===== config.mk =====
export PLATFORM = sky130hd
export DESIGN_NAME = seqmul_top
export DESIGN_NICKNAME = d
export VERILOG_FILES = /design/src/rtl/seqmul_pkg.sv /design/src/rtl/seqmul_adder.sv /design/src/rtl/seqmul_ctrl.sv /design/src/rtl/seqmul_datapath.sv /design/src/rtl/seqmul_top.sv
export SDC_FILE = /design/constraint.sdc
export NUM_CORES = 1
export LEC_CHECK = 0
export BUFFER_PORTS_ARGS = -buffer_cell sky130_fd_sc_hd__buf_2
export CAP_MARGIN = 20
export CORE_ASPECT_RATIO = 0.6
export CORE_MARGIN = 2
export CORE_UTILIZATION = 41
export DETAILED_ROUTE_END_ITERATION = 6
export PLACE_DENSITY = 0.6
export SLEW_MARGIN = 20
export SYNTH_ARGS = -nofsm -noshare
export SYNTH_HDL_FRONTEND = slang
export SYNTH_SLANG_ARGS = --single-unit

===== constraint.sdc =====
create_clock -name clk -period 3.75 [get_ports clk]
set_clock_uncertainty 0.15 [all_clocks]
set_input_delay 0 -clock clk [delete_from_list [all_inputs] [get_ports clk]]
set_output_delay 0 -clock clk [all_outputs]
set_load 0.05 [all_outputs]

===== src/rtl/seqmul_pkg.sv =====
package seqmul_pkg;

  // Controller states; encodings 5..7 are unused and recover to ST_TAKE_A
  typedef enum logic [2:0] {
    ST_TAKE_A  = 3'd0,
    ST_TAKE_B  = 3'd1,
    ST_SHIFT   = 3'd2,
    ST_ACCUM   = 3'd3,
    ST_FINISH  = 3'd4
  } mstate_e;

  // Datapath operation selected by the controller each cycle
  typedef enum logic [2:0] {
    DP_IDLE,
    DP_LOAD_A,
    DP_LOAD_B,
    DP_SHIFT,
    DP_ACCUM,
    DP_FINISH
  } dp_op_e;

endpackage


===== src/rtl/seqmul_adder.sv =====
module seqmul_adder #(
  parameter int W = 8
) (
  input  logic         en,
  input  logic [W-1:0] acc,
  input  logic [W-1:0] addend,
  output logic [W:0]   sum
);

  always_comb begin
    if (en) sum = {1'b0, acc} + {1'b0, addend};
    else    sum = {1'b0, acc};
  end

endmodule


===== src/rtl/seqmul_ctrl.sv =====
module seqmul_ctrl
  import seqmul_pkg::*;
#(
  parameter logic [2:0] PWRUP_STATE = 3'd0
) (
  input  logic   clk,
  input  logic   cnt_last,
  output logic   ready,
  output dp_op_e op
);

  mstate_e state_q = mstate_e'(PWRUP_STATE);
  mstate_e state_d;

  always_comb begin
    state_d = ST_TAKE_A;
    op      = DP_IDLE;
    case (state_q)
      ST_TAKE_A: begin
        op      = DP_LOAD_A;
        state_d = ST_TAKE_B;
      end
      ST_TAKE_B: begin
        op      = DP_LOAD_B;
        state_d = ST_SHIFT;
      end
      ST_SHIFT: begin
        op      = DP_SHIFT;
        state_d = ST_ACCUM;
      end
      ST_ACCUM: begin
        op      = DP_ACCUM;
        state_d = cnt_last ? ST_FINISH : ST_SHIFT;
      end
      ST_FINISH: begin
        op      = DP_FINISH;
        state_d = ST_TAKE_A;
      end
      default: begin
        op      = DP_IDLE;
        state_d = ST_TAKE_A;
      end
    endcase
  end

  always_ff @(posedge clk) begin
    state_q <= state_d;
  end

  assign ready = (state_q == ST_TAKE_A) || (state_q == ST_TAKE_B);

  // unused encodings return to the first capture state in one edge
  a_r6_illegal_recover: assert property (@(posedge clk)
    (state_q > ST_FINISH) |=> (state_q == ST_TAKE_A));

  // the two capture cycles are back to back, then the loop starts
  a_r1_capture_pair: assert property (@(posedge clk)
    (state_q == ST_TAKE_A) |=> (state_q == ST_TAKE_B));
  a_r1_capture_ends: assert property (@(posedge clk)
    (state_q == ST_TAKE_B) |=> (state_q == ST_SHIFT));

  // the last accumulate always leads to finish
  a_r7_loop_exit: assert property (@(posedge clk)
    (state_q == ST_ACCUM && cnt_last) |=> (state_q == ST_FINISH));

endmodule


===== src/rtl/seqmul_datapath.sv =====
module seqmul_datapath
  import seqmul_pkg::*;
#(
  parameter int          W           = 8,
  parameter int unsigned PWRUP_COUNT = 0
) (
  input  logic         clk,
  input  dp_op_e       op,
  input  logic [W-1:0] data_i,
  output logic         cnt_last,
  output logic [W-1:0] result,
  output logic         ovf
);

  localparam int CW = (W > 2) ? $clog2(W) : 1;
  localparam logic [CW-1:0] LAST_ITER = CW'(W - 1);

  logic [W-1:0]  mcand_q  = '0;
  logic [W-1:0]  mplier_q = '0;
  logic [W-1:0]  hi_q     = '0;
  logic [W-1:0]  lo_q     = '0;
  logic          carry_q  = 1'b0;
  logic [CW-1:0] cnt_q    = CW'(PWRUP_COUNT);
  logic [W-1:0]  res_q    = '0;
  logic          ovf_q    = 1'b0;
  logic [W:0]    sum;

  seqmul_adder #(.W(W)) u_adder (
    .en     (carry_q),
    .acc    (hi_q),
    .addend (mcand_q),
    .sum    (sum)
  );

  assign cnt_last = (cnt_q >= LAST_ITER);

  always_ff @(posedge clk) begin
    case (op)
      DP_LOAD_A: mcand_q <= data_i;
      DP_LOAD_B: begin
        mplier_q <= data_i;
        hi_q     <= '0;
        lo_q     <= '0;
        carry_q  <= 1'b0;
        cnt_q    <= '0;
      end
      DP_SHIFT: begin
        carry_q  <= mplier_q[0];
        mplier_q <= {1'b0, mplier_q[W-1:1]};
      end
      DP_ACCUM: begin
        hi_q  <= sum[W:1];
        lo_q  <= {sum[0], lo_q[W-1:1]};
        cnt_q <= cnt_q + 1'b1;
      end
      DP_FINISH: begin
        res_q <= lo_q;
        ovf_q <= |hi_q;
      end
      default: ;
    endcase
  end

  assign result = res_q;
  assign ovf    = ovf_q;

  // loading the multiplier always restarts the iteration count
  a_r7_count_restart: assert property (@(posedge clk)
    (op == DP_LOAD_B) |=> (cnt_q == '0));

  // an empty partial product with a zero carry stays empty through an accumulate
  a_r3_zero_accum: assert property (@(posedge clk)
    (op == DP_ACCUM && !carry_q && hi_q == '0) |=> (hi_q == '0));

endmodule


===== src/rtl/seqmul_top.sv =====
module seqmul_top
  import seqmul_pkg::*;
#(
  parameter int          W           = 8,
  parameter logic [2:0]  PWRUP_STATE = 3'd0,
  parameter int unsigned PWRUP_COUNT = 0
) (
  input  logic         clk,
  input  logic [W-1:0] data_i,
  output logic [W-1:0] result_o,
  output logic         ovf_o,
  output logic         ready_o
);

  dp_op_e op;
  logic   cnt_last;

  seqmul_ctrl #(.PWRUP_STATE(PWRUP_STATE)) u_ctrl (
    .clk      (clk),
    .cnt_last (cnt_last),
    .ready    (ready_o),
    .op       (op)
  );

  seqmul_datapath #(.W(W), .PWRUP_COUNT(PWRUP_COUNT)) u_dp (
    .clk      (clk),
    .op       (op),
    .data_i   (data_i),
    .cnt_last (cnt_last),
    .result   (result_o),
    .ovf      (ovf_o)
  );

  // outputs hold still across the capture window
  a_r5_hold_in_capture: assert property (@(posedge clk)
    ready_o |=> ($stable(result_o) && $stable(ovf_o)));

endmodule


# Yosys cells after proc, flatten, opt, wreduce, memory -nomap -nowiden
# Cells that the tools add are included.
# op_classes
magnitude_cmp	1
shift	0
eq_ne	9
multipliers	0
n_mux	9
bitwise	0
add_sub_neg	2
n_reduce_logical	5
n_div	0
# op_table
cell	count
$pmux W8 S2	3
$pmux W3 S5	1
$eq A3 B2 Y1 const B	4
$pmux W3 S4	1
$add A8 B8 Y9	1
$eq A3 B3 Y1 const B	3
$mux W9	1
$reduce_or A8 Y1	1
$eq A3 B1 Y1 const B	2
$pmux W3 S2	1
$reduce_bool A2 Y1	2
$add A3 B1 Y3 const B	1
$ge A3 B3 Y1 const B	1
$logic_not A3 Y1	1
$mux W3	1
$pmux W1 S2	1
$logic_or A1 B1 Y1	1
# word_totals
regBits	48
ramBits	0
in_bits	9
latchBits	0
mem_count	0
word_cells	35
romBits	0

# Longest topological paths before layout
# logic_depth
word_depth	4
mapped_depth	6
ltp_nobuf	6

# Modules after synthesis
# From an unflattened synthesis, not the netlist that was laid out.
# unflattened
hier_cells	168
hier_area_um2	2338.5
# by_module_without_submodules
mod	area_each_um2	cells_per_inst	instances
seqmul_datapath	1705.4	87	1
seqmul_adder	483.0	65	1
seqmul_ctrl	150.1	16	1

# Worst setup path before layout
# Ideal clock, no wire load.
# synth_timing
kind	reg2reg
startpoint	reg u_dp.hi_q[0]
endpoint	reg u_dp.hi_q[5] (data pin)
t_required_ps	3336
slack_ps	1556
arrival_ps	1781
path_stages_with_launch	7
setup_time_ps	264
n_path_buf	0
path_cell_list	edfxtp_1 > ha_1 > fa_1 > a211oi_1 > o21bai_1 > a211oi_1 > o21ai_0
# synth_between
elab_chain_cells	3
# synth_lines
element	line	text
start, declared	seqmul_datapath.sv:20	logic [W-1:0] hi_q = '0;
start signal, assigned	seqmul_datapath.sv:52	hi_q <= sum[W:1];
$add A8 B8 Y9	seqmul_adder.sv:11	if (en) sum = {1'b0, acc} + {1'b0, addend};
$mux W9	seqmul_adder.sv:11	
$pmux W8 S2	seqmul_datapath.sv:38	case (op)
# Every way passes these cells.
# A chain may end at the register's enable or synchronous reset.

# Final worst setup path
# Ends and elaborated chain as after synthesis.

==> impl_metrics.yaml <==
status:
  run_status: "complete, no violations"
routing:
  first_pass_iters: 4
  met2_length_mm: 1.72
  drtAntennaViolNets: 0
  via_per_inst: 5.28
  wl_mm: 3.79
  drt-initial-drc-count: 92
  drc_errors: 0
  top_layer: "met4"
  routed-wl-met3_um: 170
  vias: 1309
  avgRoutedWirePerCell_um: 15.3
  wl_met1_mm: 1.86
yosys:
  ys_types: 36
  ys_seq_elements: 48
  ys_warn_count: 0
  syn_area_per_cell_um2: 14.2
  syn-instance-count: 152
  yosysSeqAreaShare_pct: 65.6
  syn_area_um2: 2150
  ys.flop_type: "edfxtp_1"
  syn_nets: 172
  async_flop_share_pct: 0
  synth_edf_count: 45
clock_tree:
  cts_buffers: 5
  clockBufferDepth: 2
  cts.clk_slew.worst_paths_ns: 0.09
  root_buffer: "clkbuf_8"
  htreeDepth: 2
  clk_latency_ns: 0.30
  cts_setup_buffers: 0
  cts.sinks: 48
  cts_resized: 0
  cts_tree: "built"
layout:
  layout_commonest_cell: "edfxtp_1"
  nFillCells: 451
  fin_nets: 201
  syn2layout_area_growth_pct: 17.1
  final_cell_area_um2: 2520
  drive_above_1_share_pct: 19.2
  layout_common_cells: "45 x edfxtp_1, 18 x buf_2, 10 x nor2_1, 10 x and2_1, 10 x ha_1"
  diodes: 0
  utilization_pct: 49.9
timing:
  rsz0062_at_grt: "no"
  finalSetupTns_ns: 0
  setup_ws_ns: 1.25
  fin_crit_ns: 2.50
  hold_viol: 0
  max_freq_mhz: 400
  drv_slew: 0
  max_slew.worst_pin.slew_ns: 0.875
  slew_headroom_pct: 41.4
  setup_viol: 0
  finalCritPeriodShare_pct: 66.7
critical_path:
  crit_top_cell: "a211oi_1"
  slowest_stage: "a211oi_1"
  critPathMaxFanout: 3
  critPathMaxStageDelay_ns: 0.45
  r2r_start: "u_dp.hi_q[0]$_SDFFCE_PP0P_"
  path_class: "reg2reg"
  crit_path_end_kind: "flop"
  cp.arrival_ns: 2.40
  cp-start-kind: "flop"
  crit_required_ns: 3.65
  worstSetupStartpoint: "u_dp.hi_q[0]$_SDFFCE_PP0P_"
  crit_chain: "ha_1 -> fa_1 -> a211oi_1 -> o21bai_1 -> a211oi_1 -> o21ai_0"
die:
  io_pins: 19
  initial_core_util_pct: 42.6
  die_y_um: 60.1
  die_x_um: 97.5
  dieArea_um2: 5860
  num_rows: 20
  core_area_um2: 5050
min_path:
  min_from: "data_i[1]"
  hp-class: "in2reg"
place:
  dp_slack_ns: 1.27
  hpwlAfterDp_mm: 2.70
  numPortBuffers: 18
  globalplace.congestion: 0.822
  place_area_um2: 2300
power:
  p_leak_nw: 0.936
  power_density_nw_per_um2: 409
  irDropWorstVdd_uv: 176
global_route:
  grt_pass1_wl_mm: 6.13
  overflow: 0
  grt_pass1_vias: 1247
  grt_max_degree: 21
  antenna_found_initial: 0
  grt.total_usage_pct: 14.0
flow_run:
  maxCapViolations: 0
sequential cells by signal (all words and copies together) (netlist names):
signal	flops
u_dp.hi_q	8
u_dp.lo_q	8
u_dp.mplier_q	8
u_ctrl.state_q	3
u_dp.carry_q	1
u_dp.cnt_q	3
u_dp.result	8
u_dp.ovf	1
u_dp.mcand_q	8
worst paths after layout:
path	endpoint	cells past startpoint	slack, ns
worst max-delay path	u_dp.hi_q[5]$_SDFFCE_PP0P_	6	1.25
worst min-delay path	u_dp.mcand_q[1]$_DFFE_PN_	2	0.27
worst max register to register	u_dp.hi_q[5]$_SDFFCE_PP0P_	6	1.25
worst min register to register	u_dp.result[0]$_DFFE_PN_	0	0.29
critical path: cells and delay by family (launching register included):
| family | cells | cell delay [ns] |
|---|---|---|
| DFF | 1 | 0.43 |
| AOI/OAI and AO/OA | 4 | 0.99 |
| adders and majority gates | 2 | 0.68 |
power breakdown:
group	internal (mW)	total, mW	switching [mW]	leakage, nW
Combinational	0.0113	0.0159	0.00456	0.436
Sequential	0.579	0.579	0	0.434
Clock	0.266	0.435	0.169	0.0654
Total	0.856	1.03	0.173	0.936
per-layer routing:
metal	vias to the layer above	track usage, %
li1	636	-
met1	642	19.4
met2	26	20.7
met3	5	3.98
met4	0	6.55
met5	-	0
layout make-up:
cell class                 instances  area [um^2]  share of cell area, %
sequential                        48         1410                   56.0
multi-input combinational         95          697                   27.7
timing repair buffer              28          185                   7.35
tap                               66         82.6                   3.28
clock buffer                       6         72.6                   2.88
clock inverter                     2         60.1                   2.38
inverter                           3         11.3                  0.447
synthesized netlist by cell type (2+ instances only):
master | count | area share (%)
o21ai_0 | 6 | 1.4
o2111ai_1 | 2 | 0.81
edfxtp_1 | 45 | 63
inv_1 | 3 | 0.52
nor2_1 | 10 | 1.7
mux2_2 | 7 | 3.7
or3_1 | 2 | 0.58
and3_1 | 2 | 0.58
ha_1 | 10 | 5.8
nand3_1 | 5 | 1.2
mux2i_1 | 2 | 0.93
and2_1 | 10 | 2.9
a21oi_1 | 7 | 1.6
xnor2_1 | 2 | 0.81
a211oi_1 | 4 | 1.4
dfxtp_1 | 3 | 2.8
a21o_1 | 2 | 0.70
buf_2 | 3 | 0.70
nand3b_1 | 3 | 1.0
nand2_1 | 4 | 0.70
nor4_1 | 2 | 0.58
o211ai_1 | 2 | 0.70
nand2b_1 | 2 | 0.58
nor2b_1 | 2 | 0.58
logic make-up (layout without fill, tap and decap cells):
logic type	Yosys count	count (layout)	share of synthesized area, %
AO/OA/AOI/OAI	28	28	8.55
XOR/XNOR	2	2	0.814
adder cells (fa/ha/maj)	11	11	6.74
buffers and inverters	9	39	2.27
flip-flops	48	48	65.6
multiplexers	9	9	4.59
AND/OR/NAND/NOR	45	45	11.5
what timing repair did:
action	CTS	global route
hold buffers	8	0
endpoints found under the setup margin	0	0
hold endpoints to repair	16	0
stage by stage:
| step | instances | hold slack, ns | total power [mW] |
|---|---|---|---|
| 2_1_floorplan | 152 | -0.0511 | 0.595 |
| 3_3_place_gp | 232 | 0.0430 | 0.600 |
| 3_5_place_dp | 232 | 0.0418 | 0.600 |
| 4_1_cts | 248 | 0.264 | 1.04 |
| 5_1_grt | 248 | 0.272 | 1.06 |
| 6_report | 248 | 0.273 | 1.03 |
Power figures use the tool's default switching activity.
